[config.mk]
export PLATFORM = sky130hd
export DESIGN_NAME = chain_shift_slice
export DESIGN_NICKNAME = d
export VERILOG_FILES = /design/src/rtl/slice_pkg.sv /design/src/rtl/slice_edge_det.sv /design/src/rtl/slice_src_mux.sv /design/src/rtl/slice_shift_core.sv /design/src/rtl/chain_shift_slice.sv
export SDC_FILE = /design/constraint.sdc
export NUM_CORES = 1
export LEC_CHECK = 0
export BUFFER_PORTS_ARGS = -buffer_cell sky130_fd_sc_hd__buf_2
export CAP_MARGIN = 20
export CORE_ASPECT_RATIO = 0.7
export CORE_UTILIZATION = 62
export CTS_BUF_LIST = sky130_fd_sc_hd__clkbuf_16
export DETAILED_ROUTE_END_ITERATION = 8
export PLACE_DENSITY_LB_ADDON = 0.3
export SLEW_MARGIN = 20
export SYNTH_ARGS = -nofsm -noshare
export SYNTH_HDL_FRONTEND = slang
export SYNTH_SLANG_ARGS = --single-unit
export TNS_END_PERCENT = 30
[constraint.sdc]
create_clock -name clk -period 3.8 [get_ports clk]
set_input_delay 0 -clock clk [delete_from_list [all_inputs] [get_ports clk]]
set_output_delay 0 -clock clk [all_outputs]
set_load 0.1 [all_outputs]
[src/rtl/slice_pkg.sv]
package slice_pkg;

  // Source selection when the internal link is enabled
  typedef enum logic [1:0] {
    LINK_SELF  = 2'd0,
    LINK_PAIR  = 2'd1,
    LINK_QUAD  = 2'd2,
    LINK_OCTET = 2'd3
  } link_ord_e;

  typedef struct packed {
    logic      par8;
    logic      cap_fall;
    logic      qual_inv;
    logic      link_en;
    link_ord_e link_ord;
  } slice_cfg_t;

endpackage

[src/rtl/slice_edge_det.sv]
module slice_edge_det #(
  parameter int SYNC_STAGES = 2
) (
  input  logic clk,
  input  logic rst_n,
  input  logic ext_clk_i,
  input  logic qual_i,
  input  logic cap_fall_i,
  input  logic qual_inv_i,
  output logic fire_o
);

  logic [SYNC_STAGES-1:0] ck_sync_q, ck_sync_d;
  logic [SYNC_STAGES-1:0] qu_sync_q, qu_sync_d;
  logic                   ck_prev_q, ck_prev_d;
  logic                   rise, fall, qual_eff;

  always_comb begin
    ck_sync_d = {ck_sync_q[SYNC_STAGES-2:0], ext_clk_i};
    qu_sync_d = {qu_sync_q[SYNC_STAGES-2:0], qual_i};
    ck_prev_d = ck_sync_q[SYNC_STAGES-1];
    rise      = ck_sync_q[SYNC_STAGES-1] & ~ck_prev_q;
    fall      = ~ck_sync_q[SYNC_STAGES-1] & ck_prev_q;
    qual_eff  = qu_sync_q[SYNC_STAGES-1] ^ qual_inv_i;
    fire_o    = qual_eff & (cap_fall_i ? fall : rise);
  end

  always_ff @(posedge clk or negedge rst_n) begin
    if (!rst_n) begin
      ck_sync_q <= '0;
      qu_sync_q <= '0;
      ck_prev_q <= 1'b0;
    end else begin
      ck_sync_q <= ck_sync_d;
      qu_sync_q <= qu_sync_d;
      ck_prev_q <= ck_prev_d;
    end
  end

  AST_FIRE_SINGLE: assert property (@(posedge clk) disable iff (!rst_n)
    fire_o |=> !fire_o);

endmodule

[src/rtl/slice_src_mux.sv]
module slice_src_mux
  import slice_pkg::*;
#(
  parameter int BYTE_W = 8
) (
  input  logic              link_en_i,
  input  link_ord_e         link_ord_i,
  input  logic [BYTE_W-1:0] pin_i,
  input  logic [BYTE_W-1:0] self_i,
  input  logic [BYTE_W-1:0] chain_i,
  output logic [BYTE_W-1:0] byte_o
);

  always_comb begin
    if (!link_en_i)                  byte_o = pin_i;
    else if (link_ord_i == LINK_SELF) byte_o = self_i;
    else                             byte_o = chain_i;
  end

endmodule

[src/rtl/slice_shift_core.sv]
module slice_shift_core #(
  parameter int WORD_W = 32,
  parameter int BYTE_W = 8
) (
  input  logic              clk,
  input  logic              rst_n,
  input  logic              shift_i,
  input  logic              clr_i,
  input  logic              par8_i,
  input  logic [BYTE_W-1:0] byte_in_i,
  output logic [BYTE_W-1:0] low_byte_o,
  output logic              swap_o
);

  localparam int CW = $clog2(WORD_W) + 1;

  logic [WORD_W-1:0] prim_q, prim_d, shad_q, shad_d, shifted;
  logic [CW-1:0]     cnt_q, cnt_d, step, sum;
  logic              swap_q, swap_d, wrap;

  always_comb begin
    step    = par8_i ? CW'(BYTE_W) : CW'(1);
    sum     = cnt_q + step;
    wrap    = (sum >= CW'(WORD_W));
    shifted = par8_i ? {byte_in_i, prim_q[WORD_W-1:BYTE_W]}
                     : {byte_in_i[0], prim_q[WORD_W-1:1]};
    prim_d  = prim_q;
    shad_d  = shad_q;
    cnt_d   = cnt_q;
    swap_d  = 1'b0;
    if (clr_i) begin
      prim_d = '0;
      shad_d = '0;
      cnt_d  = '0;
    end else if (shift_i) begin
      if (wrap) begin
        prim_d = shad_q;
        shad_d = shifted;
        cnt_d  = '0;
        swap_d = 1'b1;
      end else begin
        prim_d = shifted;
        cnt_d  = sum;
      end
    end
  end

  always_ff @(posedge clk or negedge rst_n) begin
    if (!rst_n) begin
      prim_q <= '0;
      shad_q <= '0;
      cnt_q  <= '0;
      swap_q <= 1'b0;
    end else begin
      prim_q <= prim_d;
      shad_q <= shad_d;
      cnt_q  <= cnt_d;
      swap_q <= swap_d;
    end
  end

  assign low_byte_o = prim_q[BYTE_W-1:0];
  assign swap_o     = swap_q;

  AST_HOLD_NO_EDGE: assert property (@(posedge clk) disable iff (!rst_n)
    (!shift_i && !clr_i) |=> ($stable(prim_q) && $stable(shad_q) && $stable(cnt_q)));
  AST_BYTE_ENTRY: assert property (@(posedge clk) disable iff (!rst_n)
    (shift_i && !clr_i && par8_i && !wrap) |=> (prim_q[WORD_W-1 -: BYTE_W] == $past(byte_in_i)));
  AST_SWAP_SINGLE: assert property (@(posedge clk) disable iff (!rst_n)
    swap_q |=> !swap_q);
  AST_SWAP_RESTART: assert property (@(posedge clk) disable iff (!rst_n)
    swap_q |-> (cnt_q == '0));
  AST_CLEAR_ALL: assert property (@(posedge clk) disable iff (!rst_n)
    clr_i |=> (prim_q == '0 && shad_q == '0 && cnt_q == '0));
  AST_CNT_RANGE: assert property (@(posedge clk) disable iff (!rst_n)
    cnt_q < CW'(WORD_W));

endmodule

[src/rtl/chain_shift_slice.sv]
module chain_shift_slice
  import slice_pkg::*;
#(
  parameter int WORD_W      = 32,
  parameter int BYTE_W      = 8,
  parameter int SYNC_STAGES = 2
) (
  input  logic              clk,
  input  logic              rst_n,
  input  logic              ext_clk_i,
  input  logic              qual_i,
  input  logic [BYTE_W-1:0] pin_data_i,
  input  logic [BYTE_W-1:0] chain_in_i,
  input  logic              cfg_par8_i,
  input  logic              cfg_cap_fall_i,
  input  logic              cfg_qual_inv_i,
  input  logic              cfg_link_en_i,
  input  logic [1:0]        cfg_link_ord_i,
  input  logic              cfg_clr_i,
  output logic [BYTE_W-1:0] dout_o,
  output logic              swap_o
);

  logic [1:0]        rst_sync_q;
  logic              rst_int_n;
  slice_cfg_t        cfg;
  logic              fire;
  logic [BYTE_W-1:0] src_byte;
  logic [BYTE_W-1:0] low_byte;

  // asynchronous assertion, synchronous release
  always_ff @(posedge clk or negedge rst_n) begin
    if (!rst_n) rst_sync_q <= 2'b00;
    else        rst_sync_q <= {rst_sync_q[0], 1'b1};
  end
  assign rst_int_n = rst_sync_q[1];

  always_comb begin
    cfg.par8     = cfg_par8_i;
    cfg.cap_fall = cfg_cap_fall_i;
    cfg.qual_inv = cfg_qual_inv_i;
    cfg.link_en  = cfg_link_en_i;
    cfg.link_ord = link_ord_e'(cfg_link_ord_i);
  end

  slice_edge_det #(.SYNC_STAGES(SYNC_STAGES)) u_edge (
    .clk        (clk),
    .rst_n      (rst_int_n),
    .ext_clk_i  (ext_clk_i),
    .qual_i     (qual_i),
    .cap_fall_i (cfg.cap_fall),
    .qual_inv_i (cfg.qual_inv),
    .fire_o     (fire)
  );

  slice_src_mux #(.BYTE_W(BYTE_W)) u_mux (
    .link_en_i  (cfg.link_en),
    .link_ord_i (cfg.link_ord),
    .pin_i      (pin_data_i),
    .self_i     (low_byte),
    .chain_i    (chain_in_i),
    .byte_o     (src_byte)
  );

  slice_shift_core #(.WORD_W(WORD_W), .BYTE_W(BYTE_W)) u_core (
    .clk        (clk),
    .rst_n      (rst_int_n),
    .shift_i    (fire),
    .clr_i      (cfg_clr_i),
    .par8_i     (cfg.par8),
    .byte_in_i  (src_byte),
    .low_byte_o (low_byte),
    .swap_o     (swap_o)
  );

  assign dout_o = low_byte;

endmodule

==> impl_metrics.yaml <==
clock_network:
  clockBufferDepth: 2
  clk_pin_slew_worst_paths_ns: 0.06
  clock-sinks: 78
  cts_root_buffer: "clkbuf_16"
  cts_tree: "done"
  clkLatencyLatePin_ns: 0.33
  cts_buffers: 9
  h-tree-depth: 3
  ctsResizeCount: 0
synth:
  avgSynthCellArea_um2: 11.7
  synth_fa_ha_area_frac: 0.00978
  synth_top_family_by_area: "compound AO/OA/AOI/OAI gates"
  synth_xor_area_frac: 0.00456
  synth_warnings: 0
  synth.area.mux_share: 0.0528
  yosys.area_share.simple: 0.0900
  synth-seq-cells: 78
  netlist_instances: 329
  synth_top_area_share: 0.509
  synth_area_leaders: "dfrtp_1 51%, a221o_1 8.3%, a32o_1 8.3%, mux2_2 5.3%, nor3b_1 3.7%"
  synth_nets: 359
  seq_area_frac_synth: 0.509
  synth_area_mm2: 0.00384
  synth_area_leader_cell: "dfrtp_1"
  synth-compound-area-share: 0.262
  yosys.cell_types.count: 40
global_routing:
  grt_pass1_wl_um: 14000
  antenna_found_initial: 1
  grt_start_max_net_pins: 48
  overflow: 0
  grt_pass1_vias: 2785
  grt_use_total: 0.293
final_layout:
  final_common_cell: "dfrtp_1"
  fillers: 396
  num_antenna_cells: 0
  nNetsFinal: 376
  areaGrowthSynthToFinish_pct: 12.3
  drive_gt1_frac: 0.228
  layout_common_cells: "77 x dfrtp_1, 35 x buf_2, 32 x a221o_1, 32 x a32o_1, 22 x o21ai_0"
  final_util: 0.737
power:
  power.internal_mw: 1.44
  power_frac_clock: 0.478
  swShare: 0.219
  pwr_density_cell_mw_per_mm2: 429
  switchingPower_mw: 0.405
  pwr-share-seq: 0.460
  p_comb_frac: 0.063
  ir_drop_mv: 0.367
  leakagePower_nw: 1.90
die:
  die-area_mm2: 0.00651
  core-area_mm2: 0.00584
  die_y_um: 67.8
  start_util: 0.657
  dieWidth_um: 96.0
  ios: 36
  fp-row-count: 23
critical_path:
  path_max_fanout: 34
  critPathCaptureType: "flop"
  cp_num_buf_inv: 1
  path_delay_family: "compound AO/OA/AOI/OAI gates"
  crit_chain: "ha_1 > a41oi_1 > nor3_1 > o211a_2 > buf_12 > a221o_1"
  worst_path_largest_cell_delay_ns: 0.79
  path_class: "flop to flop"
  cp.required_ns: 4.07
  crit_slowest_cell: "o211a_2"
  cp.arrival_ns: 3.07
  start_kind: "flop"
drt:
  wl_per_cell_um: 20.9
  wl_um: 8900
  vias_per_cell: 7.02
  drtIter0Drc: 311
  drc: 0
  postRouteAntennaNets: 0
  vias: 2991
  dr.pass1.iters: 5
min_path:
  worstHoldPathType: "primary input to flop"
timing:
  period_minus_slack_ns: 2.81
  rsz0062_at_grt: "no"
  tightestPinTransition_ns: 0.872
  fin_setup_tns_ns: 0
  slew_viol_final: 0
  slew-limit-headroom: 0.419
  post-route-period-util: 0.738
  holdWs_ns: 0.142
  fmax_mhz: 356
  skew_ns: 0.00339
  setup-violations-final: 0
  final_hold_viol_count: 0
place:
  port_buffers: 35
  gp_congestion: 0.809
  dp_hpwl_um: 5520
status:
  status: "completed"
job:
  drv_cap: 0
tightest hold or removal path, delay by kind of cell:
kind | cells | cell delay (ns)
compound gates | 3 | 0.37
buf+inv | 1 | 0.07
area by class of cell:
class                      instances  area [µm²]  share of cell area
clock buffer                       9         225              0.0523
timing repair buffer              45         273              0.0633
clock inverter                     7        81.3              0.0189
multi-input combinational        195        1620               0.376
inverter                          17        63.8              0.0148
sequential                        78        1950               0.453
tap                               75        93.8              0.0218
power by group through the flow:
stage	Clock [mW]	Sequential (mW)	Combinational, mW
finish	0.884	0.850	0.116
global route	0.928	0.852	0.126
floorplan	0	0.868	0.0699
CTS	0.891	0.851	0.115
detailed placement	0	0.865	0.111
global placement	0	0.865	0.109
sequential cells by signal, indices dropped and copies added, names as in the netlist:
register          flops
u_core.prim_q        32
u_core.shad_q        32
u_core.cnt_q          6
rst_sync_q            2
u_edge.ck_sync_q      2
u_edge.qu_sync_q      2
u_core.swap_o         1
u_edge.ck_prev_q      1
final timing paths:
path | startpoint | end | slack (ns) | depth (start not counted)
max | u_core.cnt_q[3] | u_core.prim_q[6] | 0.99 | 6
min | pin_data_i[6] | u_core.shad_q[30] | 0.14 | 4
max reg2reg | u_core.cnt_q[3] | u_core.prim_q[6] | 0.99 | 6
min reg2reg | rst_sync_q[1] | u_edge.ck_sync_q[1] | 0.29 | 0
max in group asynchronous | rst_sync_q[1] | u_core.shad_q[30] | 2.50 | 1
min in group asynchronous | rst_sync_q[1] | u_edge.ck_sync_q[1] | 0.29 | 0
metrics by stage:
| step | setup WS (ns) | area [µm²] | cells | total power, mW |
|---|---|---|---|---|
| after floorplan | 1.47 | 3840 | 329 | 0.938 |
| after global placement | 1.03 | 3960 | 406 | 0.973 |
| after detailed placement | 0.815 | 3960 | 406 | 0.977 |
| after CTS | 1.04 | 4310 | 426 | 1.86 |
| after global routing | 0.856 | 4310 | 426 | 1.91 |
| final | 0.994 | 4310 | 426 | 1.85 |
kinds of logic (layout without fill, tap and decap cells):
kind of cell | Yosys count | in the layout
DFF | 78 | 78
AOI/OAI and AO/OA | 117 | 117
other | 1 | 1
and+or+nand+nor | 54 | 54
muxes | 18 | 18
xor gates and xnor gates | 2 | 2
adders and majority gates | 3 | 3
buffers and inverters | 56 | 78
cell usage after synthesis:
| cell type | number |
|---|---|
| a41oi_1 | 1 |
| nor2_1 | 2 |
| nand3_1 | 1 |
| a211oi_1 | 3 |
| o21ai_1 | 1 |
| inv_1 | 16 |
| clkinv_1 | 1 |
| o311a_1 | 7 |
| mux2_2 | 18 |
| dfrtp_1 | 78 |
| buf_4 | 8 |
| or3b_2 | 1 |
| a221o_1 | 32 |
| a22o_1 | 3 |
| a31oi_1 | 2 |
| buf_2 | 7 |
| o2bb2ai_1 | 1 |
| conb_1 | 1 |
| o22ai_1 | 6 |
| or3b_1 | 1 |
| o31ai_1 | 2 |
| and2_1 | 1 |
| o21ai_0 | 22 |
| clkbuf_1 | 21 |
| o211a_1 | 1 |
| buf_6 | 3 |
| xnor2_1 | 2 |
| or2_2 | 1 |
| or4_1 | 2 |
| a31o_2 | 1 |
| nand3b_1 | 2 |
| a21oi_4 | 1 |
| ha_1 | 3 |
| nor4b_4 | 1 |
| o21a_1 | 2 |
| nor3_1 | 14 |
| a32o_1 | 32 |
| or3_1 | 1 |
| nor3b_1 | 19 |
| nand2_1 | 8 |
repair_timing:
| item | 4_1_cts | 5_1_grt |
|---|---|---|
| buffers inserted | 0 | 0 |
| endpoints found under the hold margin | 4 | 0 |
| hold buffers | 4 | 0 |
layer usage:
| layer | part of all wire | wire, µm | track usage |
|---|---|---|---|
| met5 | 0.0015 | 13 | 0 |
| met4 | 0.020 | 179 | 0.0989 |
| met3 | 0.092 | 817 | 0.0978 |
| met2 | 0.43 | 3850 | 0.430 |
| met1 | 0.45 | 4040 | 0.411 |
(Power assumes the default switching activity.)
